--- config.mk ---
export PLATFORM = sky130hd
export DESIGN_NAME = divergence_mask_unit
export DESIGN_NICKNAME = d
export VERILOG_FILES = /design/src/rtl/divmask_pkg.sv /design/src/rtl/mask_stack.sv /design/src/rtl/mask_ctrl.sv /design/src/rtl/divergence_mask_unit.sv
export SDC_FILE = /design/constraint.sdc
export NUM_CORES = 1
export LEC_CHECK = 0
export BUFFER_PORTS_ARGS = -buffer_cell sky130_fd_sc_hd__clkbuf_2
export CORE_MARGIN = 2
export CORE_UTILIZATION = 50
export CTS_CLUSTER_DIAMETER = 80
export DETAILED_ROUTE_END_ITERATION = 10
export PLACE_DENSITY_LB_ADDON = 0.05
export SYNTH_ARGS = -nofsm -noshare
export SYNTH_HDL_FRONTEND = slang
export SYNTH_HIERARCHICAL = 1
export SYNTH_SLANG_ARGS = --single-unit
--- constraint.sdc ---
create_clock -name clk -period 2.3 [get_ports clk]
set_clock_uncertainty 0.1 [all_clocks]
set_input_delay 0.115 -clock clk [delete_from_list [all_inputs] [get_ports clk]]
set_output_delay 0.115 -clock clk [all_outputs]
set_load 0.02 [all_outputs]
--- src/rtl/divmask_pkg.sv ---
package divmask_pkg;
  typedef enum logic [2:0] {
    OP_IDLE,
    OP_OPEN,
    OP_SWITCH,
    OP_CLOSE,
    OP_BAD
  } mask_op_e;
endpackage

--- src/rtl/mask_stack.sv ---
module mask_stack #(
  parameter int LANES = 8,
  parameter int DEPTH = 4,
  localparam int DW = $clog2(DEPTH + 1),
  localparam int IW = (DEPTH > 1) ? $clog2(DEPTH) : 1
) (
  input  logic             clk,
  input  logic             rst_n,
  input  logic             push,
  input  logic             pop,
  input  logic [LANES-1:0] push_parent,
  input  logic [LANES-1:0] push_alt,
  output logic [DW-1:0]    depth,
  output logic [LANES-1:0] top_parent,
  output logic [LANES-1:0] top_alt
);
  logic [LANES-1:0] parent_q [DEPTH];
  logic [LANES-1:0] alt_q    [DEPTH];
  logic [DW-1:0]    depth_m1;
  logic [IW-1:0]    top_idx;

  assign depth_m1 = depth - DW'(1);
  assign top_idx  = depth_m1[IW-1:0];

  generate
    for (genvar i = 0; i < DEPTH; i++) begin : g_entry
      always_ff @(posedge clk or negedge rst_n) begin
        if (!rst_n) begin
          parent_q[i] <= '1;
          alt_q[i]    <= '0;
        end else if (push && depth == DW'(i)) begin
          parent_q[i] <= push_parent;
          alt_q[i]    <= push_alt;
        end
      end
    end
  endgenerate

  always_ff @(posedge clk or negedge rst_n) begin
    if (!rst_n)    depth <= '0;
    else if (push) depth <= depth + DW'(1);
    else if (pop)  depth <= depth - DW'(1);
  end

  assign top_parent = parent_q[top_idx];
  assign top_alt    = alt_q[top_idx];
endmodule

--- src/rtl/mask_ctrl.sv ---
module mask_ctrl
  import divmask_pkg::*;
#(
  parameter int LANES = 8,
  parameter int DEPTH = 4,
  localparam int DW = $clog2(DEPTH + 1)
) (
  input  logic             br_strobe,
  input  logic             else_strobe,
  input  logic             endif_strobe,
  input  logic [LANES-1:0] lane_cond,
  input  logic [LANES-1:0] cur_mask,
  input  logic [DW-1:0]    depth,
  input  logic [LANES-1:0] top_parent,
  input  logic [LANES-1:0] top_alt,
  output mask_op_e         op,
  output logic             push,
  output logic             pop,
  output logic [LANES-1:0] push_alt,
  output logic             mask_we,
  output logic [LANES-1:0] mask_nxt,
  output logic             err_set
);
  logic [1:0] n_strobe;
  logic       full, empty;

  assign n_strobe = {1'b0, br_strobe} + {1'b0, else_strobe} + {1'b0, endif_strobe};
  assign full     = (depth == DW'(DEPTH));
  assign empty    = (depth == '0);
  assign push_alt = cur_mask & ~lane_cond;

  always_comb begin
    op = OP_IDLE;
    if (n_strobe > 2'd1)                   op = OP_BAD;
    else if (br_strobe)                    op = full  ? OP_BAD : OP_OPEN;
    else if (else_strobe)                  op = empty ? OP_BAD : OP_SWITCH;
    else if (endif_strobe)                 op = empty ? OP_BAD : OP_CLOSE;
  end

  always_comb begin
    push     = 1'b0;
    pop      = 1'b0;
    mask_we  = 1'b0;
    mask_nxt = cur_mask;
    err_set  = 1'b0;
    unique case (op)
      OP_OPEN: begin
        push     = 1'b1;
        mask_we  = 1'b1;
        mask_nxt = cur_mask & lane_cond;
      end
      OP_SWITCH: begin
        mask_we  = 1'b1;
        mask_nxt = top_alt;
      end
      OP_CLOSE: begin
        pop      = 1'b1;
        mask_we  = 1'b1;
        mask_nxt = top_parent;
      end
      OP_BAD:  err_set = 1'b1;
      default: ;
    endcase
  end
endmodule

--- src/rtl/divergence_mask_unit.sv ---
module divergence_mask_unit
  import divmask_pkg::*;
#(
  parameter int LANES = 8,
  parameter int DEPTH = 4,
  localparam int DW = $clog2(DEPTH + 1)
) (
  input  logic             clk,
  input  logic             rst_n,
  input  logic             br_strobe,
  input  logic             else_strobe,
  input  logic             endif_strobe,
  input  logic [LANES-1:0] lane_cond,
  output logic [LANES-1:0] active_mask,
  output logic             skip_path,
  output logic [DW-1:0]    nest_depth,
  output logic             err_flag
);
  mask_op_e         op;
  logic             push, pop, mask_we, err_set;
  logic [LANES-1:0] push_alt, mask_nxt, top_parent, top_alt;

  mask_ctrl #(.LANES(LANES), .DEPTH(DEPTH)) u_ctrl (
    .br_strobe    (br_strobe),
    .else_strobe  (else_strobe),
    .endif_strobe (endif_strobe),
    .lane_cond    (lane_cond),
    .cur_mask     (active_mask),
    .depth        (nest_depth),
    .top_parent   (top_parent),
    .top_alt      (top_alt),
    .op           (op),
    .push         (push),
    .pop          (pop),
    .push_alt     (push_alt),
    .mask_we      (mask_we),
    .mask_nxt     (mask_nxt),
    .err_set      (err_set)
  );

  mask_stack #(.LANES(LANES), .DEPTH(DEPTH)) u_stack (
    .clk         (clk),
    .rst_n       (rst_n),
    .push        (push),
    .pop         (pop),
    .push_parent (active_mask),
    .push_alt    (push_alt),
    .depth       (nest_depth),
    .top_parent  (top_parent),
    .top_alt     (top_alt)
  );

  always_ff @(posedge clk or negedge rst_n) begin
    if (!rst_n)       active_mask <= '1;
    else if (mask_we) active_mask <= mask_nxt;
  end

  always_ff @(posedge clk or negedge rst_n) begin
    if (!rst_n)       err_flag <= 1'b0;
    else if (err_set) err_flag <= 1'b1;
  end

  assign skip_path = ~|active_mask;
endmodule

* After elaboration in Yosys (flattened, before gate mapping) *
Cells that the tools add are included.
W data, S select, Z words.

word-level totals
  word-level logic and storage cells = 60
  output and inout port bits = 13
  memory bits (writable) = 0
  ROM bits = 0
  input port bits = 13
  bits in latches = 0
  register bits after elaboration = 76
  memories = 0

cells by class
  divide/modulo/power cells = 0
  eq/ne operators = 8
  multiply operators = 0
  shifts and indexed selects = 0
  $lt $le $gt $ge = 2
  bitwise logic cells = 4
  $add $sub $neg = 4
  reductions and logical operators = 11
  mux-type cells = 20

operator list
  cell                   count
  $bmux W8 S2            2
  $mux W8                4
  $mux W3                9
  $pmux W8 S3            1
  $and A8 B8 Y8          2
  $eq A3 B2 Y1 const B   4
  $not A8 Y8             1
  $reduce_or A8 Y1       1
  $eq A3 B1 Y1 const B   2
  $eq A3 B3 Y1 const B   2
  $logic_and A1 B1 Y1    4
  $mux W1                4
  $add A3 B1 Y3 const B  1
  $ge A3 B3 Y1 const B   1
  $logic_not A3 Y1       1
  $not A2 Y3             1
  $reduce_bool A3 Y1     1
  $reduce_or A3 Y1       1
  $sub A3 B1 Y3 const B  1
  $add A1 B1 Y2          1
  $add A2 B1 Y2          1
  $gt A2 B1 Y1 const B   1
  $reduce_and A2 Y1      1
  $reduce_bool A2 Y1     1
  $logic_not A1 Y1       1

* Depth between registers and ports, before layout *
  word-level depth = 10
  depth in mapped cells = 10

* Modules after synthesis *
Netlist, hierarchy kept.

by module, submodules not included
  module                cells each  instances  area an instance (um^2)
  mask_stack            177         1          3,220.6
  mask_ctrl             52          1          384.1
  divergence_mask_unit  22          1          355.3

* Least setup slack after synthesis *
Ideal clock, no wire load.

  path kind = reg-to-reg
  start point = register u_stack.depth[0]
  end point = register active_mask[0]
  cell stages (with the launch flop) = 11
  arrival time = 2,457 ps
  setup slack = -339 ps
  cells stage by stage = dfrtp_1 -> buf_4 -> buf_6 -> inv_1 -> ha_1 -> buf_2 -> buf_2 -> mux4_2 -> mux2i_1 -> mux2i_1 -> mux2_2

between the ends
  elaborated cells between the ends (all ways) = 25

RTL lines
  item                                         RTL line                    RTL
  start: declaration                           mask_stack.sv:13            output logic [DW-1:0] depth,
  start signal: assignment                     mask_stack.sv:41            else if (push) depth <= depth + DW'(1);
  start signal: assignment                     mask_stack.sv:42            else if (pop) depth <= depth - DW'(1);
  $sub A3 B1 Y3                                --
  $not A2 Y3 (implied by the code)             mask_stack.sv:46            assign top_alt = alt_q[top_idx];
  $bmux W8 S2                                  mask_stack.sv:46
  $mux W8 (implied by the code) (2 in series)  mask_stack.sv:46
  net top_alt[0]                               divergence_mask_unit.sv:21  logic [LANES-1:0] push_alt, mask_nxt, top_parent, top_alt;
  $pmux W8 S3                                  mask_ctrl.sv:46             unique case (op)
  net mask_nxt[0]                              divergence_mask_unit.sv:21
  end signal: assignment                       divergence_mask_unit.sv:55  else if (mask_we) active_mask <= mask_nxt;
  end: declaration                             divergence_mask_unit.sv:14  output logic [LANES-1:0] active_mask,

The timed path passes the listed nets, and every way through them passes these cells. The select of a mux whose other input is x is not followed.
A chain may end at the register's enable or synchronous reset.

* Worst setup path in the final report *
  start point = register u_stack.depth[0]
  end point = register u_stack.depth[1]

between the ends
  longest elaborated chain between the ends = 9
  elaborated cells between the ends (all ways) = 18

RTL lines
  item                              RTL line                    RTL
  $logic_not A3 Y1                  mask_ctrl.sv:29             assign empty = (depth == '0);
  $mux W3 (2 in series)             mask_ctrl.sv:37             else if (endif_strobe) op = empty ? OP_BAD : OP_CLOSE;
  $mux W3                           mask_ctrl.sv:36             else if (else_strobe) op = empty ? OP_BAD : OP_SWITCH;
  $mux W3 (*)                       mask_ctrl.sv:35             else if (br_strobe) op = full ? OP_BAD : OP_OPEN;
  $mux W3 (*)                       mask_ctrl.sv:34             if (n_strobe > 2'd1) op = OP_BAD;
  $eq A3 B2 Y1 (*)                  mask_ctrl.sv:46
  $mux W1 (*)                       mask_ctrl.sv:46
  net pop                           divergence_mask_unit.sv:20  logic push, pop, mask_we, err_set;
  $reduce_bool A2 Y1 (no line) (*)  --

The timed path passes the listed nets; every way through them passes the cells marked *. The select of a mux whose other input is x is not followed.

==> Flow_metrics.wiki <==
{| class="wikitable"
! Metric !! Value
|-
| Status || finished clean
|-
| I/O pin cnt || 26
|-
| Worst setup path class || flop to flop
|-
| Startpoint class of the critical path || flop
|-
| Count of cells along the worst hold path || 3
|-
| Routed wire length per instance || approximately 19 um
|-
| Buffers & Inverters on Critical Path || 1
|-
| Path category of the worst min-delay check || input port to flop
|-
| Setup repair after global routing missed its margin || false
|-
| Worst path top cell family by delay || simple AND/OR/NAND/NOR gates
|-
| Power Total || between 0.003 and 0.004 W
|-
| Power per unit of standard cell area || 803.2 nW/um^2
|-
| Post-route fraction of the period consumed by the critical path || between 90% and 100%
|-
| Worst Setup Slack post-DPL || -0.02724 ns
|-
| Vias after detailed routing || between 2000 and 2500
|-
| Count of buffers from port buffering || 25
|-
| Area of the mapped netlist || 3944 um^2
|-
| Data arrival time of the critical path || around 2.3 ns
|-
| Source of the worst hold timing path || lane_cond[3]
|-
| Worst min-delay path endpoint || u_stack/alt_q[3]
|-
| Number of warnings reported in the yosys synthesis log || 6
|-
| Leakage power figure || ~2.2 nW
|-
| Rel. slew slack || 42.69%
|-
| Area of placed instances || roughly 4200 um^2
|-
| Top fanout value on the critical path || 9
|-
| CTS tree || built
|-
| Shortest clock period the worst path allows after layout || 2.182 ns
|-
| Htree depth || 3
|-
| Average vias per placed instance || between 5 and 6
|-
| Worst-margin pin slew || 0.8597 ns
|-
| Data required time of the worst path || 2.44 ns
|-
| Number of antenna violations at the first check in global routing || 0
|-
| Sw Ratio || ~31%
|-
| Slowest stage cell on the critical path || sky130_fd_sc_hd__dfrtp_2
|-
| Width of the chip || roughly 93 um
|-
| Net count after synthesis || approximately 270
|-
| Area enclosed by the die boundary || 8614 um^2
|-
| Fmax || approximately 460 MHz
|-
| Cells after Synth || between 200 and 250
|-
| Portion of total power attributed to the clock network || 31.7%
|-
| Uppermost layer routed || met4
|-
| Sequential group share of total power || between 30% and 40%
|-
| Post-layout instance area || 4466 um^2
|-
| Total overflow reported by the global router || 0
|-
| Floorplan die height || ~93 um
|-
| Avg Inst Size Synth || roughly 16 um^2
|-
| Internal power contribution || roughly 0.0025 W
|-
| Maximum VDD drop || about 0.4 mV
|-
| Setup tns final || 0 ns
|-
| Global-route wire length before repair || approximately 12000 um
|-
| Cell row count || 32
|-
| Number of setup violations in the final report || 0
|-
| Count of maximum capacitance violations || 0
|-
| Count of nets after finishing || ~310
|-
| Number of global-route vias before repair || about 2300
|-
| Area growth from synthesis to layout || 13.23%
|-
| Routed length on met2 || around 3500 um
|-
| Length of the first detailed-routing pass in iterations || 6
|-
| Std-Cell Core Area || about 7700 um^2
|-
| Remaining antenna violation count after routing || 0
|-
| Starting density of the core || about half
|-
| Number of setup buffers added after CTS || 0
|-
| DRC violations left || 0
|-
| Wire length the detailed router placed on met1 || approximately 3700 um
|-
| Reg-to-Reg Start || u_stack/depth[0]
|-
| CTS Sinks || between 70 and 80
|-
| CP cell instances || or3_1 -> a31oi_1 -> buf_12 -> and2b_2 -> nor3b_1 -> a221o_1
|-
| Final count of pins violating max slew || 0
|-
| Metal3 WL || between 200 and 250 um
|-
| Post-detail-place hpwl || around 4600 um
|-
| Post-cts repair resize count || 0
|-
| Antenna Diode Count || 0
|-
| Delay of the slowest cell on the worst path || 0.48 ns
|-
| Worst hold slack || 0.1155 ns
|-
| Capture instance of the worst register-to-register path || u_stack/depth[1]
|-
| CP endpoint kind || flop
|-
| Initial DRC count || between 90 and 100
|-
| Total Routed Length || around 7500 um
|-
| Net switching component of the power || 0.001112 W
|-
| Setup slack, reg-to-reg || 0.12 ns
|-
| Clock latency of the later-clocked register in the worst-skew pair || between 0.3 and 0.4 ns
|-
| Combinational power share || around 29%
|-
| Count of final hold-check violations || 0
|-
| Maximum number of pins on one net before global-route repair || between 60 and 70
|-
| Worst R2R Path Depth || 6
|-
| Clock buffer depth || 2
|-
| Buffer type at the clock tree root || sky130_fd_sc_hd__clkbuf_8
|-
| All-Layer GR Usage || between 10% and 20%
|-
| Global placement routability congestion || approximately 0.72
|-
| Clock transition at the registers of the reported paths || approximately 0.080 ns
|-
| Setup ws final || around 0.12 ns
|-
| Inserted Clock Buffers || 9
|-
| Fraction of final layout cells with drive strength greater than 1 || 65.98%
|}
power by group through the flow:
stage               Combinational [W]  Sequential [W]  Clock [W]
floorplan                    0.000785         0.00147          0
global placement              0.00106         0.00143          0
detailed placement            0.00106         0.00144          0
CTS                           0.00106         0.00141    0.00117
global route                  0.00113         0.00142    0.00123
finish                        0.00104         0.00141    0.00114
layout by cell type, fill, tap and decap left out, types with 2 or more instances in the layout:
master	count
sky130_fd_sc_hd__mux2_2	42
sky130_fd_sc_hd__dfstp_2	40
sky130_fd_sc_hd__dfrtp_1	35
sky130_fd_sc_hd__mux2_4	30
sky130_fd_sc_hd__clkbuf_2	24
sky130_fd_sc_hd__mux2i_1	16
sky130_fd_sc_hd__mux4_2	16
sky130_fd_sc_hd__buf_4	11
sky130_fd_sc_hd__clkbuf_8	10
sky130_fd_sc_hd__o21ai_0	10
sky130_fd_sc_hd__nor2b_1	8
sky130_fd_sc_hd__ha_1	6
sky130_fd_sc_hd__inv_1	4
sky130_fd_sc_hd__nand3b_4	4
sky130_fd_sc_hd__nor2_1	3
sky130_fd_sc_hd__clkinvlp_4	3
sky130_fd_sc_hd__or4_1	2
sky130_fd_sc_hd__bufinv_16	2
sky130_fd_sc_hd__a21o_1	2
sky130_fd_sc_hd__buf_12	2
worst min-delay path, delay by kind of cell:
family        cells  cell delay, ns
buf+inv           1            0.09
mux               1            0.26
simple gates      1            0.07
state kept, by name (all words and copies together) (netlist names):
register	count
err_flag	1
u_stack/depth	3
u_stack/parent_q	32
u_stack/alt_q	32
active_mask	8
stage by stage:
stage | util, % | cells
after detailed placement | 55.03 | 376
after global routing | 58.09 | 393
after global placement | 55.03 | 376
after CTS | 58.09 | 393
final | 58.09 | 393
after floorplan | - | 249
how the worst max path moves through the flow:
stage	startpoint	end	slack, ns	depth (start not counted)
detailed placement	br_strobe	u_stack/alt_q[22]	-0.03	7
CTS	u_stack/depth[0]	u_stack/alt_q[22]	0.10	5
floorplan	u_stack/depth[0]	active_mask[0]	0.02	10
global placement	br_strobe	u_stack/alt_q[22]	-0.003	7
global route	u_stack/depth[1]	u_stack/depth[1]	0.03	6
finish	u_stack/depth[0]	u_stack/depth[1]	0.12	6
per-layer routing:
layer | global-route usage (%) | vias to the layer above
met5 | 0 | -
met4 | 6.250 | 0
met3 | 4.719 | 10
met2 | 28.74 | 26
met1 | 27.56 | 1124
li1 | - | 998
cell type report:
type / instances / area [um^2]
fillers: 604 / 3222
flip-flops and latches: 76 / 1953
multi-input cells: 156 / 1888
repair buffers: 38 / 252.7
clock buffers: 10 / 137.6
well taps: 102 / 127.6
clock inverters: 6 / 87.58
inverters: 5 / 18.77
timing repair:
item / in CTS / in global routing
setup endpoints to repair: 0 / 0
hold buffers: 1 / 0
hold endpoints to repair: 36 / 0
(Power assumes the default switching activity.)
